## src/rtl/smp_pkg.sv

```systemverilog
package smp_pkg;
   localparam int CB_TXEN = 3;
   localparam int CB_DBL  = 2;
   localparam int CB_MPM  = 1;
   localparam int CB_TX9  = 0;
   localparam logic [1:0] MODE_ASYNC = 2'b00;
   localparam int FR_MAX  = 11;
   localparam int DATA_W  = 8;
endpackage

```

## src/rtl/smp_tick_gen.sv

```systemverilog
module smp_tick_gen #(
   parameter int DIV_W = 16
) (
   input  logic             clk,
   input  logic             rst_n,
   input  logic             run,
   input  logic [DIV_W-1:0] div,
   output logic             tick
);
   logic [DIV_W-1:0] cnt;

   assign tick = run && (cnt == div);

   always_ff @(posedge clk or negedge rst_n) begin
      if (!rst_n)              cnt <= '0;
      else if (!run || tick)   cnt <= '0;
      else                     cnt <= cnt + 1'b1;
   end
endmodule

```

## src/rtl/smp_tx.sv

```systemverilog
module smp_tx
   import smp_pkg::*;
#(
   parameter int OS_NORM = 16,
   parameter int OS_FAST = 8
) (
   input  logic              clk,
   input  logic              rst_n,
   input  logic              tick,
   input  logic              run,
   input  logic              txen,
   input  logic              dbl,
   input  logic              nine,
   input  logic              tx9,
   input  logic              wr_stb,
   input  logic [DATA_W-1:0] wr_byte,
   output logic              tx_pin,
   output logic              tx_drive,
   output logic              dre
);
   localparam int SW = $clog2(OS_NORM);

   logic              buf_v;
   logic [DATA_W:0]   buf_d;
   logic              act;
   logic              on;
   logic              len9;
   logic [FR_MAX-1:0] sh;
   logic [SW-1:0]     samp;
   logic [3:0]        bitn;
   logic [SW-1:0]     os_last;
   logic [3:0]        last_idx;
   logic              accept;
   logic              load;

   assign os_last  = dbl ? SW'(OS_FAST - 1) : SW'(OS_NORM - 1);
   assign last_idx = len9 ? 4'd10 : 4'd9;
   assign accept   = run && txen && wr_stb && !buf_v;
   assign load     = run && on && tick && !act && buf_v;

   always_ff @(posedge clk or negedge rst_n) begin
      if (!rst_n) begin
         buf_v <= 1'b0;
         buf_d <= '0;
         act   <= 1'b0;
         on    <= 1'b0;
         len9  <= 1'b0;
         sh    <= '1;
         samp  <= '0;
         bitn  <= '0;
      end else if (!run) begin
         buf_v <= 1'b0;
         act   <= 1'b0;
         on    <= 1'b0;
         samp  <= '0;
         bitn  <= '0;
      end else begin
         if (accept) begin
            buf_v <= 1'b1;
            buf_d <= {nine & tx9, wr_byte};
         end else if (load) begin
            buf_v <= 1'b0;
         end
         if (load) begin
            sh   <= nine ? {1'b1, buf_d[DATA_W], buf_d[DATA_W-1:0], 1'b0}
                         : {2'b11, buf_d[DATA_W-1:0], 1'b0};
            len9 <= nine;
            act  <= 1'b1;
            samp <= '0;
            bitn <= '0;
         end else if (act && tick) begin
            if (samp == os_last) begin
               samp <= '0;
               if (bitn == last_idx) begin
                  act <= 1'b0;
               end else begin
                  sh   <= {1'b1, sh[FR_MAX-1:1]};
                  bitn <= bitn + 4'd1;
               end
            end else begin
               samp <= samp + 1'b1;
            end
         end
         if (txen)                on <= 1'b1;
         else if (!buf_v && !act) on <= 1'b0;
      end
   end

   assign tx_pin   = (on && act) ? sh[0] : 1'b1;
   assign tx_drive = on;
   assign dre      = !buf_v;

   // drive is kept while data is still queued
   p_drain_keeps_drive_r6: assert property (@(posedge clk) disable iff (!rst_n)
      (run && on && !txen && (buf_v || act)) |=> tx_drive);

   // a frame opens with a low start bit
   p_start_bit_low_r3: assert property (@(posedge clk) disable iff (!rst_n)
      load |=> (!tx_pin && tx_drive));

   // a write into a full buffer leaves it untouched
   p_full_write_ignored_r7: assert property (@(posedge clk) disable iff (!rst_n)
      (run && buf_v && !load && wr_stb) |=> (buf_v && $stable(buf_d)));
endmodule

```

## src/rtl/smp_rx.sv

```systemverilog
module smp_rx
   import smp_pkg::*;
#(
   parameter int OS_NORM  = 16,
   parameter int OS_FAST  = 8,
   parameter int SYNC     = 2,
   parameter bit MAJ_VOTE = 1'b1
) (
   input  logic              clk,
   input  logic              rst_n,
   input  logic              tick,
   input  logic              run,
   input  logic              dbl,
   input  logic              nine,
   input  logic              mpm,
   input  logic              rd_stb,
   input  logic              rx_pin,
   output logic [DATA_W-1:0] rx_byte,
   output logic              rx_bit9,
   output logic              rx_full,
   output logic              frame_err,
   output logic              overrun
);
   localparam int SW = $clog2(OS_NORM);

   logic [SYNC-1:0] sy;
   logic            rxs;
   logic            busy;
   logic            len9;
   logic [SW-1:0]   samp;
   logic [3:0]      bitn;
   logic [3:0]      bidx;
   logic [1:0]      v;
   logic [DATA_W:0] dbuf;
   logic [SW-1:0]   os_last, h_lo, h_mid, h_hi;
   logic            bit_val;
   logic            eval, is_start, is_stop, fin, keep, fin_keep;

   always_ff @(posedge clk or negedge rst_n) begin
      if (!rst_n) sy <= '1;
      else        sy <= {sy[SYNC-2:0], rx_pin};
   end
   assign rxs = sy[SYNC-1];

   assign os_last = dbl ? SW'(OS_FAST - 1)     : SW'(OS_NORM - 1);
   assign h_lo    = dbl ? SW'(OS_FAST / 2 - 1) : SW'(OS_NORM / 2 - 1);
   assign h_mid   = dbl ? SW'(OS_FAST / 2)     : SW'(OS_NORM / 2);
   assign h_hi    = dbl ? SW'(OS_FAST / 2 + 1) : SW'(OS_NORM / 2 + 1);

   generate
      if (MAJ_VOTE) begin : g_vote
         assign bit_val = (v[0] & v[1]) | (v[0] & rxs) | (v[1] & rxs);
      end else begin : g_centre
         assign bit_val = v[1];
      end
   endgenerate

   assign bidx     = bitn - 4'd1;
   assign eval     = run && tick && busy && (samp == h_hi);
   assign is_start = (bitn == 4'd0);
   assign is_stop  = (bitn == (len9 ? 4'd10 : 4'd9));
   assign fin      = eval && is_stop;
   assign keep     = !mpm || (len9 && dbuf[DATA_W]);
   assign fin_keep = fin && keep;

   always_ff @(posedge clk or negedge rst_n) begin
      if (!rst_n) begin
         busy <= 1'b0;
         len9 <= 1'b0;
         samp <= '0;
         bitn <= '0;
         v    <= '0;
         dbuf <= '0;
      end else if (!run) begin
         busy <= 1'b0;
         samp <= '0;
         bitn <= '0;
      end else if (tick && !busy) begin
         if (!rxs) begin
            busy <= 1'b1;
            samp <= '0;
            bitn <= '0;
            len9 <= nine;
         end
      end else if (tick && busy) begin
         if (eval && is_start && bit_val) begin
            busy <= 1'b0;
         end else if (fin) begin
            busy <= 1'b0;
         end else begin
            if (samp == h_lo)  v[0] <= rxs;
            if (samp == h_mid) v[1] <= rxs;
            if (eval && !is_start) dbuf[bidx] <= bit_val;
            if (samp == os_last) begin
               samp <= '0;
               bitn <= bitn + 4'd1;
            end else begin
               samp <= samp + 1'b1;
            end
         end
      end
   end

   always_ff @(posedge clk or negedge rst_n) begin
      if (!rst_n) begin
         rx_byte   <= '0;
         rx_bit9   <= 1'b0;
         rx_full   <= 1'b0;
         frame_err <= 1'b0;
         overrun   <= 1'b0;
      end else begin
         if (rd_stb) begin
            rx_full <= 1'b0;
            overrun <= 1'b0;
         end
         if (fin_keep) begin
            if (rx_full && !rd_stb) begin
               overrun <= 1'b1;
            end else begin
               rx_byte   <= dbuf[DATA_W-1:0];
               rx_bit9   <= len9 & dbuf[DATA_W];
               frame_err <= !bit_val;
               rx_full   <= 1'b1;
            end
         end
      end
   end

   // the unread byte survives an overrun
   p_overrun_keeps_byte_r10: assert property (@(posedge clk) disable iff (!rst_n)
      $rose(overrun) |-> $stable(rx_byte));

   // in filter mode only address frames are delivered
   p_filter_addr_only_r11: assert property (@(posedge clk) disable iff (!rst_n)
      ($rose(rx_full) && $past(mpm)) |-> rx_bit9);

   // a read with no frame landing empties the register
   p_read_clears_r8: assert property (@(posedge clk) disable iff (!rst_n)
      (rd_stb && !fin_keep) |=> !rx_full);
endmodule

```

## src/rtl/smp_usart.sv

```systemverilog
module smp_usart
   import smp_pkg::*;
#(
   parameter int DIV_W    = 16,
   parameter int OS_NORM  = 16,
   parameter int OS_FAST  = 8,
   parameter int SYNC     = 2,
   parameter bit MAJ_VOTE = 1'b1
) (
   input  logic              clk,
   input  logic              rst_n,
   input  logic [DIV_W-1:0]  baud_div,
   input  logic [1:0]        mode_sel,
   input  logic [3:0]        ctl,
   input  logic              nine_bit,
   input  logic              wr_stb,
   input  logic [7:0]        wr_byte,
   input  logic              rd_stb,
   input  logic              rx_pin,
   output logic              tx_pin,
   output logic              tx_drive,
   output logic              dre,
   output logic [7:0]        rx_byte,
   output logic              rx_bit9,
   output logic              rx_full,
   output logic              frame_err,
   output logic              overrun
);
   generate
      if (OS_NORM != 2 * OS_FAST) begin : g_bad_os
         $error("OS_NORM must be twice OS_FAST");
      end
      if (OS_FAST < 4) begin : g_bad_fast
         $error("OS_FAST must be at least 4 for three-sample voting");
      end
      if (SYNC < 2) begin : g_bad_sync
         $error("SYNC must be at least 2");
      end
      if (DIV_W < 1) begin : g_bad_div
         $error("DIV_W must be positive");
      end
   endgenerate

   logic run;
   logic tick;

   assign run = (mode_sel == MODE_ASYNC);

   smp_tick_gen #(.DIV_W(DIV_W)) u_tick (
      .clk  (clk),
      .rst_n(rst_n),
      .run  (run),
      .div  (baud_div),
      .tick (tick)
   );

   smp_tx #(.OS_NORM(OS_NORM), .OS_FAST(OS_FAST)) u_tx (
      .clk     (clk),
      .rst_n   (rst_n),
      .tick    (tick),
      .run     (run),
      .txen    (ctl[CB_TXEN]),
      .dbl     (ctl[CB_DBL]),
      .nine    (nine_bit),
      .tx9     (ctl[CB_TX9]),
      .wr_stb  (wr_stb),
      .wr_byte (wr_byte),
      .tx_pin  (tx_pin),
      .tx_drive(tx_drive),
      .dre     (dre)
   );

   smp_rx #(.OS_NORM(OS_NORM), .OS_FAST(OS_FAST), .SYNC(SYNC), .MAJ_VOTE(MAJ_VOTE)) u_rx (
      .clk      (clk),
      .rst_n    (rst_n),
      .tick     (tick),
      .run      (run),
      .dbl      (ctl[CB_DBL]),
      .nine     (nine_bit),
      .mpm      (ctl[CB_MPM]),
      .rd_stb   (rd_stb),
      .rx_pin   (rx_pin),
      .rx_byte  (rx_byte),
      .rx_bit9  (rx_bit9),
      .rx_full  (rx_full),
      .frame_err(frame_err),
      .overrun  (overrun)
   );
endmodule

```

## config.mk

```make
export PLATFORM = sky130hd
export DESIGN_NAME = smp_usart
export DESIGN_NICKNAME = d
export VERILOG_FILES = /design/src/rtl/smp_pkg.sv /design/src/rtl/smp_tick_gen.sv /design/src/rtl/smp_tx.sv /design/src/rtl/smp_rx.sv /design/src/rtl/smp_usart.sv
export SDC_FILE = /design/constraint.sdc
export NUM_CORES = 1
export LEC_CHECK = 0
export ABC_AREA = 1
export BUFFER_PORTS_ARGS = -buffer_cell sky130_fd_sc_hd__buf_2
export CORE_ASPECT_RATIO = 0.5
export CORE_MARGIN = 2
export CORE_UTILIZATION = 28
export CTS_CLUSTER_SIZE = 10
export DETAILED_ROUTE_END_ITERATION = 12
export GPL_TIMING_DRIVEN = 1
export SLEW_MARGIN = 15
export SYNTH_ARGS = -nofsm -noshare
export SYNTH_HDL_FRONTEND = slang
export SYNTH_SLANG_ARGS = --single-unit
```

## constraint.sdc

```tcl
create_clock -name clk -period 2.3 [get_ports clk]
set_input_delay 0.345 -clock clk [delete_from_list [all_inputs] [get_ports clk]]
set_output_delay 0.345 -clock clk [all_outputs]
set_load 0.01 [all_outputs]
```

* After elaboration in Yosys (flattened, before gate mapping)
Index checks and enable logic that the tools add are counted.
** Cells by class
- Add/subtract/negate cells :: 6
- Magnitude comparators :: 2
- Equality and inequality tests :: 21
- Multiplexer cells :: 61
- Bitwise logic cells :: 12
- Reductions and logical operators :: 51
** Operators with widths (number)
- $mux W4 :: 25
- $mux W11 :: 4
- $ne A3 B3 Y1 const B :: 11
- $eq A4 B4 Y1 :: 7
- $mux W1 :: 25
- $logic_and A1 B1 Y1 :: 24
- $reduce_and A6 Y1 :: 3
- $add A16 B1 Y16 const B :: 1
- $add A4 B1 Y4 const B :: 4
- $eq A16 B16 Y1 :: 1
- $mux W16 :: 1
- $reduce_and A3 Y1 :: 4
- $mux W10 :: 1
- $bwmux W9 :: 1
- $logic_not A1 Y1 :: 8
- $reduce_and A4 Y1 :: 2
- $reduce_and A2 Y1 :: 3
- $and A1 B1 Y1 :: 5
- $lt A4 B5 Y1 const B :: 1
- $not A1 Y1 :: 5
- $reduce_and A5 Y1 :: 1
- $demux W1 S4 :: 1
- $ge A4 B1 Y1 const B :: 1
- $logic_not A4 Y1 :: 1
- 9 further kinds :: 13
** Storage, ports and cells
- Bits in registers :: 83
- Input bits :: 36
- Word-level logic and storage cells :: 175

* Depth between registers and ports, before layout
- Depth after elaboration :: 11
- Depth in mapped cells :: 15
- Mapped depth without buffers :: 15

* Modules after synthesis
From an unflattened synthesis, not the netlist that was laid out.
** Second synthesis, totals
- Cells, all modules :: 652
- Area, all modules :: 4892.2 µm²
** Modules (own cells, without submodules)
- smp_rx :: instances 1, cells each 259, area an instance 2078.2 µm², sequential area each 878.3 µm²
- smp_tx :: instances 1, cells each 213, area an instance 1639.1 µm², sequential area each 788.3 µm²
- smp_tick_gen :: instances 1, cells each 179, area an instance 1171.1 µm², sequential area each 400.4 µm²
- smp_usart :: instances 1, cells each 1, area an instance 3.8 µm², sequential area each 0.0 µm²

* Worst setup path after synthesis
No wires, ideal clock.
- Path type :: reg-to-reg
- Start :: reg u_rx.bitn[0]
- End :: reg u_rx.bitn[2]
- Setup time :: 0.117 ns
- Arrival time :: 1.854 ns
- Path slack :: 0.329 ns
- Cell stages (with the launch flop) :: 11
- Buffers on the path :: 1
- Period minus slack after synthesis :: 1.971 ns
- Path through :: dfrtp_1 -> inv_1 -> ha_1 -> inv_1 -> nor3_1 -> inv_1 -> o21ai_0 -> nand4_4 -> buf_2 -> nand4_1 -> nand2_1
** Between the ends
- Cells in the longest elaborated chain, start to end :: 7
- Elaborated cells on any way between the ends :: 15
** Ends and longest elaborated chain
- start: declaration :: RTL line smp_rx.sv:31 : logic [3:0] bitn;
- start signal: assignment :: RTL line smp_rx.sv:96 : bitn <= bitn + 4'd1;
- $add A4 B1 Y4 :: RTL line smp_rx.sv:96
- $mux W4 :: RTL line smp_rx.sv:94 : if (samp == os_last) begin
- $mux W4 :: RTL line smp_rx.sv:88 : end else if (fin) begin
- $mux W4 :: RTL line smp_rx.sv:86 : if (eval && is_start && bit_val) begin
- $mux W4 :: RTL line smp_rx.sv:85 : end else if (tick && busy) begin
- $mux W4 :: RTL line smp_rx.sv:78 : end else if (tick && !busy) begin
- $mux W4 :: RTL line smp_rx.sv:74 : end else if (!run) begin
Several ways; a longest one is shown, not always the timed one. The select of a mux whose other input is x is not followed.
A chain may end at the register's enable or synchronous reset.

* Worst setup path in the final report
- Start :: reg u_rx.bitn[1]
- End :: reg u_rx.dbuf[3]
** Between the ends
- Cells in the longest elaborated chain, start to end :: 6
- Elaborated cells on any way between the ends :: 17
** Ends and longest elaborated chain
- $sub A4 B1 Y4 :: RTL line smp_rx.sv:58 : assign bidx = bitn - 4'd1;
- $lt A4 B5 Y1 (implied by the code) / $ge A4 B1 Y1 (equally long branches) :: RTL line smp_rx.sv:93 : if (eval && !is_start) dbuf[bidx] <= bit_val;
- $logic_and A1 B1 Y1 (implied by the code) :: RTL line smp_rx.sv:93
- $mux W1 (implied by the code) :: RTL line smp_rx.sv:93
- $demux W1 S4
- $bwmux W9 :: RTL line smp_rx.sv:93
- end signal: indexed assignment :: RTL line smp_rx.sv:93
- end: declaration :: RTL line smp_rx.sv:34 : logic [DATA_W:0] dbuf;
Several ways; a longest one is shown, not always the timed one.

==> impl_metrics.prom <==
# TYPE chip_impl_metric gauge
chip_impl_metric{name="grt_pass1_wl",unit="um"} 17500
chip_impl_metric{name="layout_setup_ws",unit="ns"} 0.225
chip_impl_metric{name="maximum_number_of_pins_on_one_net_before_global_route_repair",unit=""} 47
chip_impl_metric{name="clk_transition_reported_paths",unit="ns"} 0.07
chip_impl_metric{name="post-route-min-period",unit="ns"} 2.07
chip_impl_info{name="globalRoute.busiestLayer",value="met2"} 1
chip_impl_metric{name="worstMarginPinSlew",unit="ns"} 0.596
chip_impl_metric{name="crit_path_max_fanout",unit=""} 9
chip_impl_metric{name="crit_required",unit="ns"} 2.53
chip_impl_metric{name="global_route.usage.total",unit="%"} 12.5
chip_impl_info{name="outcome",value="finished, final reports clean"} 1
chip_impl_metric{name="fp.dieArea",unit="mm^2"} 0.0176
chip_impl_metric{name="synthDistinctLibCells",unit=""} 33
chip_impl_info{name="cts.root.buffer_cell",value="sky130_fd_sc_hd__clkbuf_16"} 1
chip_impl_metric{name="placement_setup_slack",unit="ns"} 0.141
chip_impl_metric{name="drive_gt1_share",unit="%"} 16.3
chip_impl_info{name="crit_path_start_kind",value="flip-flop"} 1
chip_impl_metric{name="yosysWarnings",unit=""} 0
chip_impl_metric{name="globalRouteMet1Util",unit="%"} 16.1
chip_impl_info{name="mostFrequentLayoutCell",value="sky130_fd_sc_hd__nand2_1"} 1
chip_impl_metric{name="ios",unit=""} 51
chip_impl_metric{name="max-vdd-ir-drop",unit="uV"} 332
chip_impl_info{name="post_synth_main_area_contributors",value="sky130_fd_sc_hd__dfrtp_1 38%, sky130_fd_sc_hd__nand2_1 16%, sky130_fd_sc_hd__inv_1 7.6%"} 1
chip_impl_info{name="crit_path_end_kind",value="flip-flop"} 1
chip_impl_metric{name="timing.slew.headroom",unit="%"} 60.3
chip_impl_metric{name="largest_clock_skew_in_the_final_design",unit="ns"} 0.0101
chip_impl_metric{name="die_height",unit="um"} 94.7
chip_impl_metric{name="rows",unit=""} 33
chip_impl_metric{name="initial_utilization",unit="%"} 28.4
chip_impl_info{name="synth.largest_area_cell",value="sky130_fd_sc_hd__dfrtp_1"} 1
chip_impl_metric{name="final_cells",unit=""} 922
chip_impl_metric{name="avgViaCountPerCell",unit=""} 4.34
chip_impl_metric{name="drc_errors",unit=""} 0
chip_impl_metric{name="groute.layer.met2.usage",unit="%"} 21.0
chip_impl_info{name="layout_common_cells",value="192 x sky130_fd_sc_hd__nand2_1, 93 x sky130_fd_sc_hd__inv_1, 70 x sky130_fd_sc_hd__dfrtp_1"} 1
chip_impl_metric{name="number_of_nets_still_failing_antenna_checks_after_routing",unit=""} 0
chip_impl_metric{name="drt_pass1_iterations",unit=""} 7
chip_impl_metric{name="grt_use_met3",unit="%"} 3.09
chip_impl_metric{name="routed_len_inst",unit="um"} 11.1
chip_impl_metric{name="finalSetupViolCount",unit=""} 0
chip_impl_metric{name="fin_setup_tns",unit="ns"} 0
chip_impl_metric{name="power.density",unit="mW/mm^2"} 610
chip_impl_metric{name="post-dp-hpwl",unit="um"} 7560
chip_impl_metric{name="synthesis.area",unit="mm^2"} 0.00461
chip_impl_metric{name="cts.htree.levels",unit=""} 3
chip_impl_metric{name="mappedNetlistNets",unit=""} 675
chip_impl_metric{name="die_width",unit="um"} 185
chip_impl_metric{name="antenna-diode-count",unit=""} 0
chip_impl_metric{name="reported_max_cap_violation_count",unit=""} 0
chip_impl_metric{name="numClockSinks",unit=""} 82
chip_impl_metric{name="coreArea",unit="mm^2"} 0.0162
chip_impl_metric{name="cts_buffers",unit=""} 9
chip_impl_metric{name="cell_count_post_placement",unit=""} 906
chip_impl_metric{name="clock_insertion_delay_worst_skew",unit="ns"} 0.34
chip_impl_metric{name="maxSlewViolCount",unit=""} 0
chip_impl_metric{name="max_freq",unit="MHz"} 482
chip_impl_metric{name="synth.yosys.seq_area_share",unit="%"} 44.9
chip_impl_metric{name="drtIter0Drc",unit=""} 181
chip_impl_metric{name="post-route-period-util",unit="%"} 90.2
chip_impl_info{name="rsz_0062_raised_after_global_routing",value="false"} 1
chip_impl_metric{name="grt_overflow",unit=""} 0
chip_impl_metric{name="syn_inst",unit=""} 627
chip_impl_metric{name="first_global_vias",unit=""} 3757
chip_impl_info{name="criticalPathCategory",value="flip-flop to flip-flop"} 1
chip_impl_metric{name="synth.ff_latch_count",unit=""} 82
chip_impl_metric{name="layout-area-overhead-vs-synth",unit="%"} 20.2
chip_impl_metric{name="postRouteWirelength",unit="um"} 10200
chip_impl_metric{name="timing.reg2reg.worst_path_depth",unit=""} 11
chip_impl_metric{name="antenna_violations_before_repair",unit=""} 0
chip_impl_metric{name="fin_nets",unit=""} 738
chip_impl_metric{name="p_leak",unit="nW"} 2.78
chip_impl_metric{name="dr_total_vias",unit=""} 4004
chip_impl_info{name="tritoncts",value="done"} 1
chip_impl_metric{name="fin_total_pwr",unit="mW"} 3.38
chip_impl_metric{name="postSynthAreaPerCell",unit="um^2"} 7.35
chip_impl_metric{name="io_buffers",unit=""} 50
chip_impl_metric{name="report.final.hold_viol_count",unit=""} 0
chip_impl_metric{name="ctsLongestPathBuffers",unit=""} 2
chip_impl_metric{name="proportion_of_netlist_area_held_by_the_largest_area_contributor",unit="%"} 38.0
chip_impl_metric{name="routabilityCongestion",unit=""} 0.828
chip_impl_info{name="min_path_type",value="input port to asynchronous set/reset pin"} 1
chip_impl_metric{name="fin_hold_ws",unit="ns"} 0.00624
chip_impl_metric{name="cp.arrival",unit="ns"} 2.31
-- metrics by stage --
stage | area [um^2] | util, %
floorplan | 4610 | -
finish | 5540 | 34.1
CTS | 5530 | 34.1
detailed placement | 5190 | 32.0
global route | 5540 | 34.1
global placement | 5190 | 32.0
-- sequential cells by signal (all words and copies together) (netlist names) --
| signal | flops |
|---|---|
| u_tick.cnt | 16 |
| u_tx.sh | 10 |
| u_rx.dbuf | 9 |
| u_tx.buf_d | 9 |
| u_rx.rx_byte | 8 |
| u_rx.bitn | 4 |
| u_rx.samp | 4 |
| u_tx.bitn | 4 |
| u_tx.samp | 4 |
| u_rx.sy | 2 |
| u_rx.v | 2 |
| u_rx.busy | 1 |
| u_rx.frame_err | 1 |
| u_rx.len9 | 1 |
| u_rx.overrun | 1 |
| u_rx.rx_bit9 | 1 |
| u_rx.rx_full | 1 |
| u_tx.act | 1 |
| u_tx.buf_v | 1 |
| u_tx.len9 | 1 |
| u_tx.tx_drive | 1 |
-- critical path: stages (launching register included) --
cell and delay, ns:
sky130_fd_sc_hd__dfrtp_1 0.43, sky130_fd_sc_hd__inv_1 0.17, sky130_fd_sc_hd__ha_1 0.16, sky130_fd_sc_hd__inv_1 0.05, sky130_fd_sc_hd__nor3_1 0.23, sky130_fd_sc_hd__inv_1 0.10, sky130_fd_sc_hd__o21ai_1 0.24, sky130_fd_sc_hd__nand4_4 0.20
sky130_fd_sc_hd__nand2_2 0.17, sky130_fd_sc_hd__nor2_4 0.08, sky130_fd_sc_hd__nand3_1 0.07, sky130_fd_sc_hd__nand2_1 0.06
-- power by group --
group / total (mW) / internal [mW] / switching, mW
Sequential: 1.51 / 1.49 / 0.0202
Clock: 1.61 / 1.02 / 0.592
Combinational: 0.261 / 0.0910 / 0.170
Total: 3.38 / 2.60 / 0.783
-- area by class of cell --
type,instances,area [um^2]
inverter,102,383
timing repair buffer,63,350
clock inverter,5,86.3
clock buffer,11,253
multi-input combinational,432,2110
sequential,82,2070
fill,1718,10700
tap,227,284
-- routing by layer --
| layer | vias to the layer above | routed length (um) |
|---|---|---|
| met5 | - | 0 |
| met4 | 0 | 129 |
| met3 | 14 | 365 |
| met2 | 66 | 4520 |
| met1 | 1825 | 5210 |
| li1 | 2099 | - |
-- timing repair --
action	in CTS	in global routing
hold buffers	0	0
endpoints found under the setup margin	0	19
resized for setup	0	2
buffers inserted	0	0
-- Yosys cell counts (all sizes together) --
cell      n
o21ai    53
nand3    46
o21a      1
a31oi     1
nor2     58
nor4      2
nor3      9
buf       5
nand3b    1
nand4    20
nor3b     2
dfrtp    70
or2       2
a21oi    17
dfstp    12
inv      99
a21boi    1
xor2      9
nand2   196
ha       12
xnor2     2
clkinv    3
clkbuf    6
-- final timing paths --
check	startpoint	end	slack, ns
worst max-delay path	u_rx.bitn[1]	u_rx.dbuf[3]	0.23
worst min-delay path	rst_n	u_tx.samp[2]	0.006
worst max register to register	u_rx.bitn[1]	u_rx.dbuf[3]	0.23
worst min register to register	u_rx.sy[0]	u_rx.sy[1]	0.35
max in group asynchronous	rst_n	u_tick.cnt[0]	1.62
min in group clk	rx_pin	u_rx.sy[0]	0.11
-- kinds of logic after synthesis --
kind of cell | Yosys count | share of synthesized area (%)
fa+ha+maj | 12 | 3.26
simple gates | 336 | 32.0
buf+inv | 113 | 9.37
compound gates | 73 | 8.39
flops | 82 | 44.9
xor+xnor | 11 | 2.09
Power figures use the tool's default switching activity.
